[config.mk]
export PLATFORM = sky130hd
export DESIGN_NAME = fbg_geom_calc
export DESIGN_NICKNAME = d
export VERILOG_FILES = /design/src/rtl/fbg_pkg.sv /design/src/rtl/fbg_geom_calc.sv
export SDC_FILE = /design/constraint.sdc
export NUM_CORES = 2
export LEC_CHECK = 0
export BUFFER_PORTS_ARGS = -buffer_cell sky130_fd_sc_hd__clkbuf_2
export CORE_AREA = 2 2 208 210
export DETAILED_ROUTE_END_ITERATION = 10
export DIE_AREA = 0 0 210 212
export PLACE_DENSITY_LB_ADDON = 0.05
export REMOVE_ABC_BUFFERS = 1
export SLEW_MARGIN = 0
export SYNTH_ARGS = -nofsm -noshare
export SYNTH_HDL_FRONTEND = slang
export SYNTH_SLANG_ARGS = --single-unit
[constraint.sdc]
create_clock -name vclk -period 17.1
set_input_delay 2.565 -clock vclk [all_inputs]
set_output_delay 2.565 -clock vclk [all_outputs]
set_load 0.05 [all_outputs]
[src/rtl/fbg_pkg.sv]
package fbg_pkg;
    localparam int REG_W    = 16;
    localparam int ADDR_W   = 64;
    localparam int BPB_W    = 3;
    localparam int STRIDE_W = REG_W + 2;

    typedef enum logic [1:0] {
        FMT_NONE    = 2'd0,
        FMT_RGB565  = 2'd1,
        FMT_XRGB_LE = 2'd2,
        FMT_XRGB_BE = 2'd3
    } fb_fmt_e;

    typedef struct packed {
        fb_fmt_e               fmt;
        logic [BPB_W-1:0]      bpb;
        logic [REG_W-1:0]      width;
        logic [REG_W-1:0]      height;
        logic [STRIDE_W-1:0]   stride;
        logic [ADDR_W-1:0]     size;
        logic [ADDR_W-1:0]     offset;
    } fb_geom_t;

    // Line width actually used: never narrower than the visible width.
    function automatic logic [REG_W-1:0] eff_line_px(input logic [REG_W-1:0] vw,
                                                     input logic [REG_W-1:0] xr);
        return (vw < xr) ? xr : vw;
    endfunction
endpackage

[src/rtl/fbg_geom_calc.sv]
module fbg_geom_calc
    import fbg_pkg::*;
(
    input  fb_fmt_e          fmt,
    input  logic [BPB_W-1:0] bpb,
    input  logic [REG_W-1:0] xres,
    input  logic [REG_W-1:0] yres,
    input  logic [REG_W-1:0] vwidth,
    input  logic [REG_W-1:0] xpan,
    input  logic [REG_W-1:0] ypan,
    output fb_geom_t         geom
);
    logic [REG_W-1:0]    line_px;
    logic [STRIDE_W-1:0] stride;

    always_comb begin
        line_px = eff_line_px(vwidth, xres);
        stride  = STRIDE_W'(line_px) * STRIDE_W'(bpb);

        geom.fmt    = fmt;
        geom.bpb    = bpb;
        geom.width  = xres;
        geom.height = yres;
        geom.stride = stride;
        geom.size   = ADDR_W'(stride) * ADDR_W'(yres);
        geom.offset = ADDR_W'(xpan) * ADDR_W'(bpb) + ADDR_W'(ypan) * ADDR_W'(stride);
    end
endmodule

==> impl_results.md <==
* Pin count of the biggest net entering global routing at 35
* Slowest cell on the critical path: sky130_fd_sc_hd__fa_1
* Standard-cell rows at between 70 and 80
* Leading area contributor after synthesis: sky130_fd_sc_hd__fa_1
* Leading cell type in the layout, fill and taps excluded: sky130_fd_sc_hd__inv_1
* Total negative slack for setup checks at 0 ps
* Number of vias per cell after detailed routing at around 5.3
* Final Slew Violations at 0
* Total iterations of the first detailed-routing run at 5
* Library cell appearing most often on the critical path: sky130_fd_sc_hd__fa_1
* Mean instance size in the synthesized netlist at 8.53 um^2
* Final-layout clock buffer total at 0
* Estimated wirelength of the detail-placed design at between 40000 and 50000 um
* Leading post-synthesis cells by cell area: sky130_fd_sc_hd__fa_1, sky130_fd_sc_hd__ha_1, sky130_fd_sc_hd__inv_1, sky130_fd_sc_hd__and2_1, sky130_fd_sc_hd__nand2_1
* Area growth from synthesis to layout at 5.61%
* Quantity of I/O buffers inserted on ports at approximately 200
* Headroom to the max-slew limit at between 30% and 40%
* Antenna Cells at 0
* Register area at 0 um^2
* Sequential area share after synthesis at 0%
* Routed length per placed instance at around 17 um
* Worst setup path category: in2out
* Detailed-route wire length at 56100 um
* Starting Density at between 50 and 60%
* Via count of the routed design at 17471
* CTS Hold Buffers Added at 0
* Area share of the largest cell type after synthesis at approximately 44%
* Core region area at between 40000 and 50000 um^2
* Nature of the critical path startpoint: input pin
* Gate count of the mapped netlist at around 2700
* Worst endpoint data arrival time at 13770 ps
* Initial antenna violation count at 0
* Ports placed on the boundary at around 270
* DRC Markers at 0
* Proportion of layout cells with a drive suffix above 1 at under 10%
* Number of inserted filler cells in the final layout at about 4000
* Global-route wire length before repair at 95000 um
* Unique cell type count in the Yosys netlist at 58
* Data required time at the worst endpoint at around 15000 ps
* Commonest cells after routing, fill and taps aside: sky130_fd_sc_hd__inv_1, sky130_fd_sc_hd__fa_1, sky130_fd_sc_hd__nand2_1
* Largest stage delay, worst path at 550 ps
* Multi-input gate area at ~20000 um^2
* Critical path fanouts, max at 14
* Pin slew with the least headroom to its limit at 919 ps
* Total track usage at around a quarter
* Final setup violating endpoints at 0
* Max-cap violation count at 0
* Share of the clock period used by the worst path after layout at 95.5%
* Post-route worst setup slack at around 770 ps
* Final critical delay including setup and external delays at between 15000 and 20000 ps
* Hold Vio Cnt, Final at 0
* Number of DRC markers in iteration 0 at 945
* Area of the mapped netlist at approximately 23000 um^2
* FMAX at between 60 and 70 MHz
* Via count of the first global-routing pass at between 15000 and 20000
* Setup slack at placement at just under 600 ps
* Total of warnings raised by yosys at 0
* Utilization after layout at ~57%
* Type of the most critical hold path: in2out
* Capturing element type of the critical path: output pin
* Placer's final routability congestion estimate at a little under 0.9
* FFs & Latches at 0
* Die area at ~45000 um^2
* RSZ-0062 raised after global routing: false
* PostCTS Resize Cnt at 0
* Buffers inserted during post-CTS setup optimization at 0
* Die Y at ~210 um
* Remaining number of nets flagged by the antenna check after routing at 0
* Overflow left after global routing at 0
* Worst hold-check slack at roughly 5000 ps
* Outcome: completed
* Number of nets in the finished design at around 3600
* Die Width at approximately 210 um
## critical path, delay by kind of cell
kind | cells | cell delay [ps]
fa+ha+maj | 10 | 4310
buf+inv | 8 | 850
compound gates | 21 | 4710
mux | 1 | 380
xor+xnor | 2 | 500
simple gates | 3 | 430
## per-stage QoR
step	cell area (um^2)	cells
floorplan	22000	2544
global placement	24200	3325
detailed placement	24200	3325
CTS	24200	3325
global route	24200	3325
finish	24200	3325
## synthesized netlist by cell type, drive strengths merged, types with 5 or more instances
cell type / count
a211oi: 7
a21boi: 5
a21o: 22
a21oi: 56
and2: 274
and3: 9
buf: 112
clkbuf: 88
fa: 508
ha: 256
inv: 624
mux2: 5
mux2i: 15
nand2: 397
nand2b: 12
nand3: 10
nand4: 7
nor2: 42
nor2b: 48
nor3: 13
o21a: 11
o21ai: 40
o21bai: 6
o31ai: 6
xnor2: 53
xor2: 15
## per-layer routing
metal | vias to the layer above | wire [um] | share of wire, % | track usage (%)
met2 | 438 | 28200 | 50 | 47.9
met4 | 0 | 1350 | 2.4 | 5.77
met5 | - | 0 | 0 | 0
met1 | 8984 | 24200 | 43 | 36.0
li1 | 7979 | - | - | -
met3 | 70 | 2320 | 4.1 | 1.39
## kinds of logic after synthesis
logic type      Yosys count  synth area share [%]
buf+inv                 824                  15.2
simple gates            821                  17.5
fa+ha+maj               764                  58.4
compound gates          188                  5.40
xor+xnor                 68                  2.63
mux                      20                 0.901
other cells               1                0.0164
## final timing paths
check	from	to	cells after the start
max	xres[1]	geom[96]	45
min	fmt[0]	geom[181]	0
## final cells by class
cell class,instances,area share [%]
multi-input combinational,1920,81.6
inverter,624,9.68
timing repair buffer,235,5.88
tap,546,2.82
Power is not shown: default switching activity piles up to over one toggle a cycle in this logic, so the estimate is an artifact.
